**src/rtl/plru_pkg.sv**
```systemverilog
package plru_pkg;
  // Bit 0 is the root, bit 1 chooses within ways 0/1, bit 2 within ways 2/3.
  typedef struct packed {
    logic hi_pair;
    logic lo_pair;
    logic root;
  } tree_t;

  localparam tree_t TREE_CLEAR = '0;
endpackage

```
**src/rtl/plru_rst_sync.sv**
```systemverilog
module plru_rst_sync (
  input  logic clk,
  input  logic rst_n_i,
  output logic rst_n_o
);
  logic [1:0] stage_q;

  always_ff @(posedge clk or negedge rst_n_i) begin
    if (!rst_n_i) stage_q <= 2'b00;
    else          stage_q <= {stage_q[0], 1'b1};
  end

  assign rst_n_o = stage_q[1];
endmodule

```
**src/rtl/plru_next.sv**
```systemverilog
module plru_next
  import plru_pkg::*;
(
  input  tree_t      cur_i,
  input  logic [1:0] way_i,
  output tree_t      nxt_o
);
  always_comb begin
    nxt_o      = cur_i;
    nxt_o.root = ~way_i[1];
    if (!way_i[1]) nxt_o.lo_pair = ~way_i[0];
    else           nxt_o.hi_pair = ~way_i[0];
  end
endmodule

```
**src/rtl/plru_pick.sv**
```systemverilog
module plru_pick
  import plru_pkg::*;
(
  input  tree_t      tree_i,
  output logic [1:0] way_o
);
  always_comb begin
    way_o[1] = tree_i.root;
    way_o[0] = tree_i.root ? tree_i.hi_pair : tree_i.lo_pair;
  end
endmodule

```
**src/rtl/plru_bank.sv**
```systemverilog
module plru_bank
  import plru_pkg::*;
#(
  parameter int NUM_SETS = 16,
  parameter int SET_W    = $clog2(NUM_SETS)
) (
  input  logic             clk,
  input  logic             rst_n,
  input  logic             clr_i,
  input  logic             touch_en_i,
  input  logic [SET_W-1:0] touch_set_i,
  input  logic [1:0]       touch_way_i,
  input  logic [SET_W-1:0] rd_set_i,
  output tree_t            rd_tree_o
);
  tree_t [NUM_SETS-1:0] bits_q;
  tree_t [NUM_SETS-1:0] bits_d;
  tree_t                cur_t;
  tree_t                upd_t;
  logic                 wr_en;

  assign cur_t = bits_q[touch_set_i];

  plru_next u_next (
    .cur_i (cur_t),
    .way_i (touch_way_i),
    .nxt_o (upd_t)
  );

  assign wr_en = clr_i | touch_en_i;

  always_comb begin
    bits_d = bits_q;
    if (clr_i) begin
      for (int s = 0; s < NUM_SETS; s++) bits_d[s] = TREE_CLEAR;
    end else if (touch_en_i) begin
      bits_d[touch_set_i] = upd_t;
    end
  end

  always_ff @(posedge clk or negedge rst_n) begin
    if (!rst_n)     bits_q <= '0;
    else if (wr_en) bits_q <= bits_d;
  end

  assign rd_tree_o = bits_q[rd_set_i];

  // low-half touch points the root low, writes bit 1, keeps bit 2
  p_touch_low_r2: assert property (@(posedge clk) disable iff (!rst_n)
    (touch_en_i && !clr_i && !touch_way_i[1]) |=>
      (bits_q[$past(touch_set_i)].root == 1'b1) &&
      (bits_q[$past(touch_set_i)].lo_pair == ~$past(touch_way_i[0])) &&
      (bits_q[$past(touch_set_i)].hi_pair == $past(cur_t.hi_pair)));

  // high-half touch points the root high, writes bit 2, keeps bit 1
  p_touch_high_r3: assert property (@(posedge clk) disable iff (!rst_n)
    (touch_en_i && !clr_i && touch_way_i[1]) |=>
      (bits_q[$past(touch_set_i)].root == 1'b0) &&
      (bits_q[$past(touch_set_i)].hi_pair == ~$past(touch_way_i[0])) &&
      (bits_q[$past(touch_set_i)].lo_pair == $past(cur_t.lo_pair)));

  // without a command the stored state holds
  p_idle_hold_r9: assert property (@(posedge clk) disable iff (!rst_n)
    (!touch_en_i && !clr_i) |=> $stable(bits_q));
endmodule

```
**src/rtl/tree_plru_unit.sv**
```systemverilog
module tree_plru_unit
  import plru_pkg::*;
#(
  parameter  int NUM_SETS = 16,
  parameter  int NUM_WAYS = 4,
  localparam int SET_W    = (NUM_SETS > 1) ? $clog2(NUM_SETS) : 1,
  localparam int WAY_W    = (NUM_WAYS > 1) ? $clog2(NUM_WAYS) : 1
) (
  input  logic             clk,
  input  logic             rst_n,
  input  logic             clr_all_i,
  input  logic             touch_en_i,
  input  logic [SET_W-1:0] touch_set_i,
  input  logic [WAY_W-1:0] touch_way_i,
  input  logic [SET_W-1:0] vic_set_i,
  output logic [WAY_W-1:0] vic_way_o
);
  logic rst_sync_n;

  plru_rst_sync u_rst (
    .clk     (clk),
    .rst_n_i (rst_n),
    .rst_n_o (rst_sync_n)
  );

  generate
    if (NUM_WAYS == 1) begin : g_direct
      assign vic_way_o = '0;
    end else begin : g_tree
      tree_t      vic_tree;
      logic [1:0] pick_way;

      plru_bank #(
        .NUM_SETS (NUM_SETS),
        .SET_W    (SET_W)
      ) u_bank (
        .clk         (clk),
        .rst_n       (rst_sync_n),
        .clr_i       (clr_all_i),
        .touch_en_i  (touch_en_i),
        .touch_set_i (touch_set_i),
        .touch_way_i (touch_way_i[1:0]),
        .rd_set_i    (vic_set_i),
        .rd_tree_o   (vic_tree)
      );

      plru_pick u_pick (
        .tree_i (vic_tree),
        .way_o  (pick_way)
      );

      assign vic_way_o = pick_way;

      // after a clear every set reports way 0
      p_clear_zero_r7: assert property (@(posedge clk) disable iff (!rst_sync_n)
        clr_all_i |=> (vic_way_o == '0));

      // a touch in the clear cycle leaves no trace
      p_clear_wins_r8: assert property (@(posedge clk) disable iff (!rst_sync_n)
        (clr_all_i && touch_en_i) |=> (vic_way_o == '0));
    end
  endgenerate
endmodule

```
**config.mk**
```make
export PLATFORM = sky130hd
export DESIGN_NAME = tree_plru_unit
export DESIGN_NICKNAME = d
export VERILOG_FILES = /design/src/rtl/plru_pkg.sv /design/src/rtl/plru_rst_sync.sv /design/src/rtl/plru_next.sv /design/src/rtl/plru_pick.sv /design/src/rtl/plru_bank.sv /design/src/rtl/tree_plru_unit.sv
export SDC_FILE = /design/constraint.sdc
export NUM_CORES = 1
export LEC_CHECK = 0
export ABC_AREA = 1
export BUFFER_PORTS_ARGS = -buffer_cell sky130_fd_sc_hd__buf_4
export CORE_MARGIN = 1.5
export CORE_UTILIZATION = 33
export CTS_CLUSTER_DIAMETER = 50
export DETAILED_ROUTE_END_ITERATION = 16
export PLACE_DENSITY_LB_ADDON = 0.05
export SYNTH_ARGS = -nofsm -noshare
export SYNTH_HDL_FRONTEND = slang
export SYNTH_HIERARCHICAL = 1
export SYNTH_SLANG_ARGS = --single-unit
```
**constraint.sdc**
```tcl
create_clock -name clk -period 3.7 [get_ports clk]
set_input_delay 0.185 -clock clk [delete_from_list [all_inputs] [get_ports clk]]
set_output_delay 0.185 -clock clk [all_outputs]
set_load 0.05 [all_outputs]
```
==> tab_implementation.tex <==
\begin{tabular}{lr}
\hline
Metric & Value \\
\hline
\multicolumn{2}{l}{\textbf{Route}} \\
\quad DRT Pass-1 Iters & 4 \\
\quad Initial detailed-routing violation count & 162 \\
\quad Total wire length after detailed routing & 8356 µm \\
\quad DRC violations left & 0 \\
\quad Detailed-route via count & 2629 \\
\quad WL/cell & 16.04 µm \\
\quad Avg Vias per Cell & 5.046 \\
\quad Post-route ant nets & 0 \\
\multicolumn{2}{l}{\textbf{Floorplanning}} \\
\quad Die area & 0.009270 mm² \\
\quad Count of standard-cell rows & 33 \\
\quad DIE WIDTH & 96.28 µm \\
\quad Floorplan die height & 96.28 µm \\
\quad Top-level I/O count & 16 \\
\quad Starting Density & 34.43\% \\
\quad Core box area & 0.008341 mm² \\
\multicolumn{2}{l}{\textbf{Critical path}} \\
\quad Worst setup slack for register-to-register paths & 1850 ps \\
\quad Most prevalent standard cell on the critical path & nand2\_1 \\
\quad WS Path Type & in -> out \\
\quad Data arrival, critical path & 2030 ps \\
\quad Startpoint of the worst register-to-register path & g\_tree.u\_bank/bits\_q[31]\$\_DFFE\_PN0P\_ \\
\quad Crit path max-delay cell type & inv\_1 \\
\quad Type of destination of the critical path & output port \\
\quad Startpoint type of the worst setup path & input port \\
\quad Required time of the critical path & 3510 ps \\
\quad Largest stage delay on the critical path & 680 ps \\
\quad Critical-path cell list & buf\_4 > inv\_1 > nand2\_1 > nand3\_1 > nand3\_1 > nand3\_1 > nand2\_1 > inv\_1 > nand2\_1 > nand2\_1 > buf\_4 \\
\quad Worst R2R Path Depth & 12 \\
\quad Maximum fanout count along the critical path & 25 \\
\quad Capture instance of the worst register-to-register path & g\_tree.u\_bank/bits\_q[19]\$\_DFFE\_PN0P\_ \\
\multicolumn{2}{l}{\textbf{Clock network}} \\
\quad Number of H-tree levels & 2 \\
\quad Number of buffers inserted by post-CTS setup repair & 0 \\
\quad Clock slew at reported path FFs & 100 ps \\
\quad Clock latency on the worst-skew pair & 300 ps \\
\quad Root buf cell & clkbuf\_8 \\
\quad Max Root-Sink Buffers & 2 \\
\quad Cts bufs inserted & 5 \\
\quad TritonCTS clock tree & done \\
\quad \# clock sinks & 50 \\
\multicolumn{2}{l}{\textbf{Power}} \\
\quad Overall power & 1.104 mW \\
\quad Worst-case vdd ir drop & 199.1 µV \\
\quad Leakage & 1.602 nW \\
\quad Power density over cell area & 354.6 mW/mm² \\
\multicolumn{2}{l}{\textbf{Global route}} \\
\quad Overflow left after global routing & 0 \\
\quad Vias in the first global route & 2538 \\
\quad Initial antenna violation count & 0 \\
\quad Gr usage total & 19.97\% \\
\quad Pin count of the biggest net entering global routing & 28 \\
\quad Wire length of the first global-routing pass & 13660 µm \\
\multicolumn{2}{l}{\textbf{Layout}} \\
\quad Area growth, synth to finish & 8.453\% \\
\quad Count of fill cells added during filler insertion & 927 \\
\quad Area occupied by multi-input gates & 0.001247 mm² \\
\quad Total inserted antenna cells & 0 \\
\quad Layout Cells excl Fill & 521 \\
\quad Final core utilization & 37.34\% \\
\quad Sequential cell area in the final layout & 0.001252 mm² \\
\quad Ratio of cells with drive above 1 in the final layout & 6.731\% \\
\quad Fin nets & 429 \\
\multicolumn{2}{l}{\textbf{STA}} \\
\quad Slew Limit Headroom & 41.17\% \\
\quad Final period demand of the worst path & 2220 ps \\
\quad Portion of the clock cycle consumed by the worst path in the final layout & 60.00\% \\
\quad RSZ-0062 raised after global routing & no \\
\quad Number of setup violations in the final report & 0 \\
\quad Setup TNS Final & 0 ps \\
\quad Setup skew after layout & 5.555 ps \\
\quad Worst-Margin Slew & 881.5 ps \\
\quad Highest clock frequency the design can meet & 450.5 MHz \\
\quad Hold Slack & 186.0 ps \\
\quad Final number of max-transition violations & 0 \\
\quad Final hold violations & 0 \\
\multicolumn{2}{l}{\textbf{Job}} \\
\quad Max-cap violation count & 0 \\
\multicolumn{2}{l}{\textbf{Place}} \\
\quad HPWL after detailed placement & 5781 µm \\
\quad GP Congestion & 0.7715 \\
\quad Number of buffers added on ports & 15 \\
\quad Cell Count Post-Placement & 512 \\
\multicolumn{2}{l}{\textbf{Synth}} \\
\quad Post-Syn Nets & 428 \\
\quad Post-synth design cell area & 0.002872 mm² \\
\quad Cells after synthesis & 414 \\
\quad Total of warnings raised by yosys & 6 \\
\quad Synth Area per Inst & 6.936 µm² \\
\multicolumn{2}{l}{\textbf{Status}} \\
\quad Status & finished, final reports clean \\
\multicolumn{2}{l}{\textbf{Worst hold path}} \\
\quad Tightest Hold Check Type & in -> async \\
\hline
\end{tabular}
## routing by layer
| layer | vias up | share of wire [%] | track usage (%) |
|---|---|---|---|
| li1 | 1326 | - | - |
| met1 | 1238 | 50 | 29.13 |
| met2 | 54 | 44 | 30.58 |
| met3 | 11 | 5.0 | 2.923 |
| met4 | 0 | 1.6 | 5.392 |
| met5 | - | 0 | 0 |
## state kept, by name, indices dropped and copies added (netlist names)
name                  count
g_tree.u_bank/bits_q     48
u_rst/stage_q             2
## layout make-up
cell class,count,share of cell area [%]
well taps,105,4.219
clock buffers,5,2.210
inverters,65,7.834
flip-flops and latches,50,40.22
repair buffers,17,4.178
clock inverters,3,1.286
multi-input cells,276,40.06
## cells in the final DEF, fill, tap and decap left out
master and instances:
inv_1 63, nor2_2 2, and3_1 1, nand4_1 12
clkinv_1 1, conb_1 1, inv_2 1, dlygate4sd3_1 1
o22ai_1 48, bufinv_16 1, dfrtp_2 1, nor2_1 1
dfrtp_1 49, nand2_1 168, clkinv_2 2, nand3_1 42
clkbuf_8 5, o21ai_0 1, buf_4 16
## critical path, delay by kind of cell
family / cells / cell delay [ps]
simple gates: 7 / 680
buf+inv: 4 / 1140
## metrics by stage
stage,setup WS (ps),instance area (µm²)
floorplan,2178,2872
global placement,1293,2995
global route,1211,3114
CTS,1452,3114
detailed placement,1259,2995
finish,1480,3114
## worst max-delay path by stage
stage               cells past startpoint  slack (ps)      startpoint                                    to
detailed placement                     14        1260  touch_set_i[0]  g_tree.u_bank/bits_q[19]$_DFFE_PN0P_
global placement                       14        1290  touch_set_i[0]  g_tree.u_bank/bits_q[13]$_DFFE_PN0P_
finish                                 11        1480    vic_set_i[0]                          vic_way_o[0]
global route                           14        1210  touch_set_i[0]   g_tree.u_bank/bits_q[4]$_DFFE_PN0P_
floorplan                              11        2180    vic_set_i[0]                          vic_way_o[0]
CTS                                    11        1450    vic_set_i[0]                          vic_way_o[0]
## repair_timing
item / in CTS / in global routing
endpoints found under the hold margin: 2 / 0
setup endpoints to repair: 0 / 0
hold buffers: 1 / 0
resized for setup: 0 / 0
## power breakdown
part           switching (mW)  internal (mW)
Clock                   0.193          0.200
Combinational           0.111         0.0418
Sequential            0.00709          0.552
(Power assumes the default switching activity.)
